## src/rtl/mpr_pkg.sv

```systemverilog
package mpr_pkg;
    localparam int unsigned DATA_W = 8;
    localparam int unsigned OSR    = 16;

    typedef enum logic [2:0] {
        RX_IDLE,
        RX_START,
        RX_DATA,
        RX_KIND,
        RX_STOP
    } rx_state_e;

    typedef struct packed {
        logic [DATA_W-1:0] data;
        logic              kind;
        logic              stop_ok;
    } char_t;

    function automatic logic id_equal(input logic [DATA_W-1:0] a,
                                      input logic [DATA_W-1:0] b);
        return a == b;
    endfunction
endpackage

```

## src/rtl/mpr_sync.sv

```systemverilog
module mpr_sync #(
    parameter int unsigned STAGES = 2
) (
    input  logic clk,
    input  logic rst,
    input  logic din,
    output logic dout
);
    logic [STAGES-1:0] chain;

    always_ff @(posedge clk) begin
        if (rst) chain <= '1;
        else     chain <= {chain[STAGES-2:0], din};
    end

    assign dout = chain[STAGES-1];
endmodule

```

## src/rtl/mpr_framer.sv

```systemverilog
module mpr_framer
    import mpr_pkg::*;
#(
    parameter int unsigned DW  = DATA_W,
    parameter int unsigned OVS = OSR
) (
    input  logic  clk,
    input  logic  rst,
    input  logic  line,
    input  logic  tick,
    output logic  char_vld,
    output char_t char_q
);
    localparam int unsigned CNT_W = $clog2(OVS);
    localparam int unsigned IDX_W = (DW > 1) ? $clog2(DW) : 1;
    localparam logic [CNT_W-1:0] MID  = CNT_W'(OVS / 2 - 1);
    localparam logic [CNT_W-1:0] LAST = CNT_W'(OVS - 1);
    localparam logic [IDX_W-1:0] TOP  = IDX_W'(DW - 1);

    rx_state_e        state;
    logic [CNT_W-1:0] tcnt;
    logic [IDX_W-1:0] bidx;
    logic [DW-1:0]    shreg;
    logic             kind_q;

    always_ff @(posedge clk) begin
        if (rst) begin
            state    <= RX_IDLE;
            tcnt     <= '0;
            bidx     <= '0;
            shreg    <= '0;
            kind_q   <= 1'b0;
            char_vld <= 1'b0;
            char_q   <= '0;
        end else begin
            char_vld <= 1'b0;
            if (tick) begin
                case (state)
                    RX_IDLE: begin
                        tcnt <= '0;
                        if (!line) state <= RX_START;
                    end
                    RX_START: begin
                        if (tcnt == MID) begin
                            tcnt <= '0;
                            bidx <= '0;
                            state <= line ? RX_IDLE : RX_DATA;
                        end else begin
                            tcnt <= tcnt + 1'b1;
                        end
                    end
                    RX_DATA: begin
                        if (tcnt == LAST) begin
                            tcnt  <= '0;
                            shreg <= {line, shreg[DW-1:1]};
                            if (bidx == TOP) state <= RX_KIND;
                            else             bidx  <= bidx + 1'b1;
                        end else begin
                            tcnt <= tcnt + 1'b1;
                        end
                    end
                    RX_KIND: begin
                        if (tcnt == LAST) begin
                            tcnt   <= '0;
                            kind_q <= line;
                            state  <= RX_STOP;
                        end else begin
                            tcnt <= tcnt + 1'b1;
                        end
                    end
                    RX_STOP: begin
                        if (tcnt == LAST) begin
                            tcnt           <= '0;
                            char_vld       <= 1'b1;
                            char_q.data    <= shreg;
                            char_q.kind    <= kind_q;
                            char_q.stop_ok <= line;
                            state          <= RX_IDLE;
                        end else begin
                            tcnt <= tcnt + 1'b1;
                        end
                    end
                    default: state <= RX_IDLE;
                endcase
            end
        end
    end
endmodule

```

## src/rtl/mpr_filter.sv

```systemverilog
module mpr_filter
    import mpr_pkg::*;
#(
    parameter int unsigned DW = DATA_W
) (
    input  logic          clk,
    input  logic          rst,
    input  logic          char_vld,
    input  char_t         char_q,
    input  logic [DW-1:0] my_id,
    output logic [DW-1:0] out_data,
    output logic          out_vld,
    output logic          cmp_stb,
    output logic          cmp_hit,
    output logic          frm_err,
    output logic          selected
);
    always_ff @(posedge clk) begin
        if (rst) begin
            out_data <= '0;
            out_vld  <= 1'b0;
            cmp_stb  <= 1'b0;
            cmp_hit  <= 1'b0;
            frm_err  <= 1'b0;
            selected <= 1'b0;
        end else begin
            out_vld <= 1'b0;
            cmp_stb <= 1'b0;
            cmp_hit <= 1'b0;
            frm_err <= 1'b0;
            if (char_vld) begin
                if (!char_q.stop_ok) begin
                    frm_err <= 1'b1;
                end else if (char_q.kind) begin
                    cmp_stb  <= 1'b1;
                    cmp_hit  <= id_equal(char_q.data, my_id);
                    selected <= id_equal(char_q.data, my_id);
                end else if (selected) begin
                    out_vld  <= 1'b1;
                    out_data <= char_q.data;
                end
            end
        end
    end
endmodule

```

## src/rtl/mp_uart_rx.sv

```systemverilog
module mp_uart_rx
    import mpr_pkg::*;
(
    input  logic              clk,
    input  logic              rst,
    input  logic              rxd,
    input  logic              baud_tick,
    input  logic [DATA_W-1:0] station_id,
    output logic [DATA_W-1:0] rx_data,
    output logic              rx_valid,
    output logic              id_strobe,
    output logic              id_match,
    output logic              framing_err
);
    logic  line_s;
    logic  char_vld;
    char_t char_q;
    logic  sel;

    mpr_sync #(.STAGES(2)) u_sync (
        .clk  (clk),
        .rst  (rst),
        .din  (rxd),
        .dout (line_s)
    );

    mpr_framer #(.DW(DATA_W), .OVS(OSR)) u_framer (
        .clk      (clk),
        .rst      (rst),
        .line     (line_s),
        .tick     (baud_tick),
        .char_vld (char_vld),
        .char_q   (char_q)
    );

    mpr_filter #(.DW(DATA_W)) u_filter (
        .clk      (clk),
        .rst      (rst),
        .char_vld (char_vld),
        .char_q   (char_q),
        .my_id    (station_id),
        .out_data (rx_data),
        .out_vld  (rx_valid),
        .cmp_stb  (id_strobe),
        .cmp_hit  (id_match),
        .frm_err  (framing_err),
        .selected (sel)
    );
endmodule

```

## config.mk

```make
export PLATFORM = sky130hd
export DESIGN_NAME = mp_uart_rx
export DESIGN_NICKNAME = d
export VERILOG_FILES = /design/src/rtl/mpr_pkg.sv /design/src/rtl/mpr_sync.sv /design/src/rtl/mpr_framer.sv /design/src/rtl/mpr_filter.sv /design/src/rtl/mp_uart_rx.sv
export SDC_FILE = /design/constraint.sdc
export NUM_CORES = 1
export LEC_CHECK = 0
export ABC_CLOCK_PERIOD_IN_PS = 2200
export BUFFER_PORTS_ARGS = -buffer_cell sky130_fd_sc_hd__buf_2
export CAP_MARGIN = 5
export CORE_ASPECT_RATIO = 1.75
export CORE_MARGIN = 4
export CORE_UTILIZATION = 40
export CTS_CLUSTER_DIAMETER = 80
export DETAILED_ROUTE_END_ITERATION = 7
export REMOVE_ABC_BUFFERS = 1
export SYNTH_ARGS = -nofsm -noshare
export SYNTH_HDL_FRONTEND = slang
export SYNTH_HIERARCHICAL = 1
export SYNTH_SLANG_ARGS = --single-unit
```

## constraint.sdc

```tcl
create_clock -name clk -period 2.2 [get_ports clk]
set_input_delay 0.11 -clock clk [delete_from_list [all_inputs] [get_ports clk]]
set_output_delay 0.11 -clock clk [all_outputs]
set_load 0.03 [all_outputs]
```

==> results.md <==
* Routed Antenna Nets at 0
* CTS Sinks at 45
* Final Setup Violations at 0
* Clock-pin slew on the worst setup and hold paths at ~80 ps
* Xor and xnor area share after synthesis at 0.0404
* Most frequent cells in the layout: dfxtp_1 (45), nand2_1 (28), buf_2 (23)
* CP required at 2370 ps
* Final hold vios at 0
* Synth Instances at 210
* DP HPWL at 2670 µm
* Drt wl/cell at approximately 13 µm
* CTS tree: built
* Hold path cells at 4
* Main combinational cell family by area after synthesis: simple AND/OR/NAND/NOR gates
* Pwr Density at around 680 nW/µm²
* Worst reg2reg path depth at 4
* Die ar. at ~6100 µm²
* Simple-Gate Fraction of Synth Area at 0.222
* EDFF count, synth at 0
* Total gr overflow at 0
* Gpl congestion at between 0.7 and 0.8
* CP Data Arrival Time at 2070 ps
* Fin. max-slew vios at 0
* Die X-Extent at approximately 61 µm
* Status: finished clean
* Crit Path Category: flop to flop
* # DRC at 0
* Post-CTS setup buffers at 0
* Fin crit share at 0.866
* First-pass GRT wire length at between 6000 and 7000 µm
* Mux contribution to synthesized area at 0.113
* Unrepaired setup endpoints after global routing: false
* Core Area at roughly 4700 µm²
* Commonest non-fill, non-tap cell in the layout: dfxtp_1
* Post-synth ARST share at 0
* Post-synthesis sequential area ratio at 0.462
* Busiest grt layer: met2
* Ant diodes at 0
* Largest net degree at the start of global routing at 37
* Top_reg_cell synth: dfxtp_1
* Die Ht at roughly 100 µm
* I/O pin cnt at 24
* Area Growth Syn to Fin at 12.7%
* GR Util met3 at 0.0360
* Total CTS buffers at 5
* Total Wirelength at roughly 3600 µm
* First-pass detailed-route iteration total at 4
* Dominant cells by area after synthesis: dfxtp_1 (46%), mux2i_1 (9.7%), nand2_1 (5.4%), nor2_1 (4.0%), xnor2_1 (4.0%)
* Row cnt at 33
* Peak VDD IR at ~350 µV
* 1st-iter DRT viols at 40
* Mapped Area at approximately 2000 µm²
* Startpoint types: flop
* Initial antenna violation count at 0
* Clock root buffer: clkbuf_8
* Skew final at 5.87 ps
* Post-Place Cell Area at roughly 2100 µm²
* Hold crit path type: input pin to flop
* CP endpoint kind: flop
* Skew-Pair Late Insertion Delay at 290 ps
* Met1 usage in global routing at 0.132
* Hold Buf Count CTS at 1
* Final #Nets at between 200 and 250
* Yosys warnings at 6
* Finished Cell Area at between 2000 and 2500 µm²
* Initial core utilization at 0.414
* FMAX at ~530 MHz
* CTS resizes at 0
* Top-area cell type share of the netlist area at 0.462
* Clock buffer depth at 2
* Slew Limit Headroom at 0.620
* Synth area leader: dfxtp_1
* Vias in the first global route at about 1400
* Setup TNS at 0 ps
* Synth Area in Adders at 0.0244
* Met2 Use GR at 0.246
* Total Routing Usage GR at 0.134
* Htree depth at 2
* Lkg Pwr at about 0.8 nW
* DR vias at 1441
* Unique masters post-synth at 44
* Port buffer count at 23
* Layout cells sized above 1 at 0.173
* Measured slew at the worst slew-check pin at 570 ps
* Place WS at roughly 300 ps
* Max-cap viol count at 0
* Final min period at around 1900 ps
* Max FO, Critical Path at 14
* Mapped Avg Cell Area at between 9 and 10 µm²
* Complex-gate fraction of the synthesized area at 0.0969
* Fin worst setup slack at between 200 and 300 ps
* Flops & latches, synth at 45
* Vias/cell at about 5.1
* Design Power at about 1.5 mW
[synthesized netlist by cell type, types with 2 or more instances]
master,count
a21oi_1,15
and3_1,3
buf_2,4
buf_4,2
clkbuf_1,4
dfxtp_1,45
ha_1,3
inv_1,4
mux2_4,2
mux2i_1,19
nand2_1,28
nand2b_1,3
nand3_1,2
nand4_1,2
nand4b_1,2
nor2_1,21
nor2b_1,2
nor3_1,5
nor3b_1,4
o2111ai_1,2
o21ai_0,2
o21ai_1,2
or2_1,4
or2_2,2
xnor2_1,9
[stage by stage]
stage,hold slack (ps),std cells,utilization
floorplan,179,198,-
global placement,293,275,0.443
detailed placement,293,275,0.443
CTS,182,283,0.467
global route,197,283,0.467
finish,177,283,0.467
[final timing paths]
check / to / slack (ps) / start
max reg2reg: u_framer/shreg[0] / 300 / u_framer/state[1]
min reg2reg: u_sync/chain[1] / 410 / u_sync/chain[0]
max: u_framer/shreg[0] / 300 / u_framer/state[1]
min: u_filter/cmp_hit / 180 / station_id[3]
[per-layer routing]
layer | share of wire | vias up
li1 | - | 760
met1 | 0.40 | 656
met2 | 0.54 | 20
met3 | 0.039 | 5
met4 | 0.020 | 0
met5 | 0 | -
[report_power, final]
group / switching [mW] / internal, mW
Sequential: 0.00536 / 0.817
Combinational: 0.0333 / 0.0288
Clock: 0.271 / 0.330
Total: 0.309 / 1.18
[flip-flops by register name (all words and copies together), names as in the netlist, 2 cells and up]
signal             count
u_framer/char_q       10
u_sync/chain           2
u_framer/state         3
u_framer/shreg         8
u_filter/out_data      8
u_framer/bidx          3
u_framer/tcnt          4
[cells by family (layout without fill, tap and decap cells)]
kind of cell	after synthesis	count (layout)
buffers and inverters	16	37
AOI/OAI and AO/OA	29	29
DFF	45	45
and+or+nand+nor	86	86
adders and majority gates	4	4
muxes	21	21
xor gates and xnor gates	9	9
[worst max-delay path, stage by stage, from the launching register on]
cell	delay, ps
dfxtp_1	550
nor3b_1	410
and3_1	510
mux2i_1	260
nor2_1	50
[final cells by class]
type | instances | area [µm²]
multi-input cells | 149 | 973
repair buffers | 26 | 140
clock buffers | 5 | 68.8
well taps | 52 | 65.1
clock inverters | 2 | 35.0
fillers | 473 | 2510
flip-flops and latches | 45 | 901
inverters | 4 | 15.0
Power figures use the tool's default switching activity.
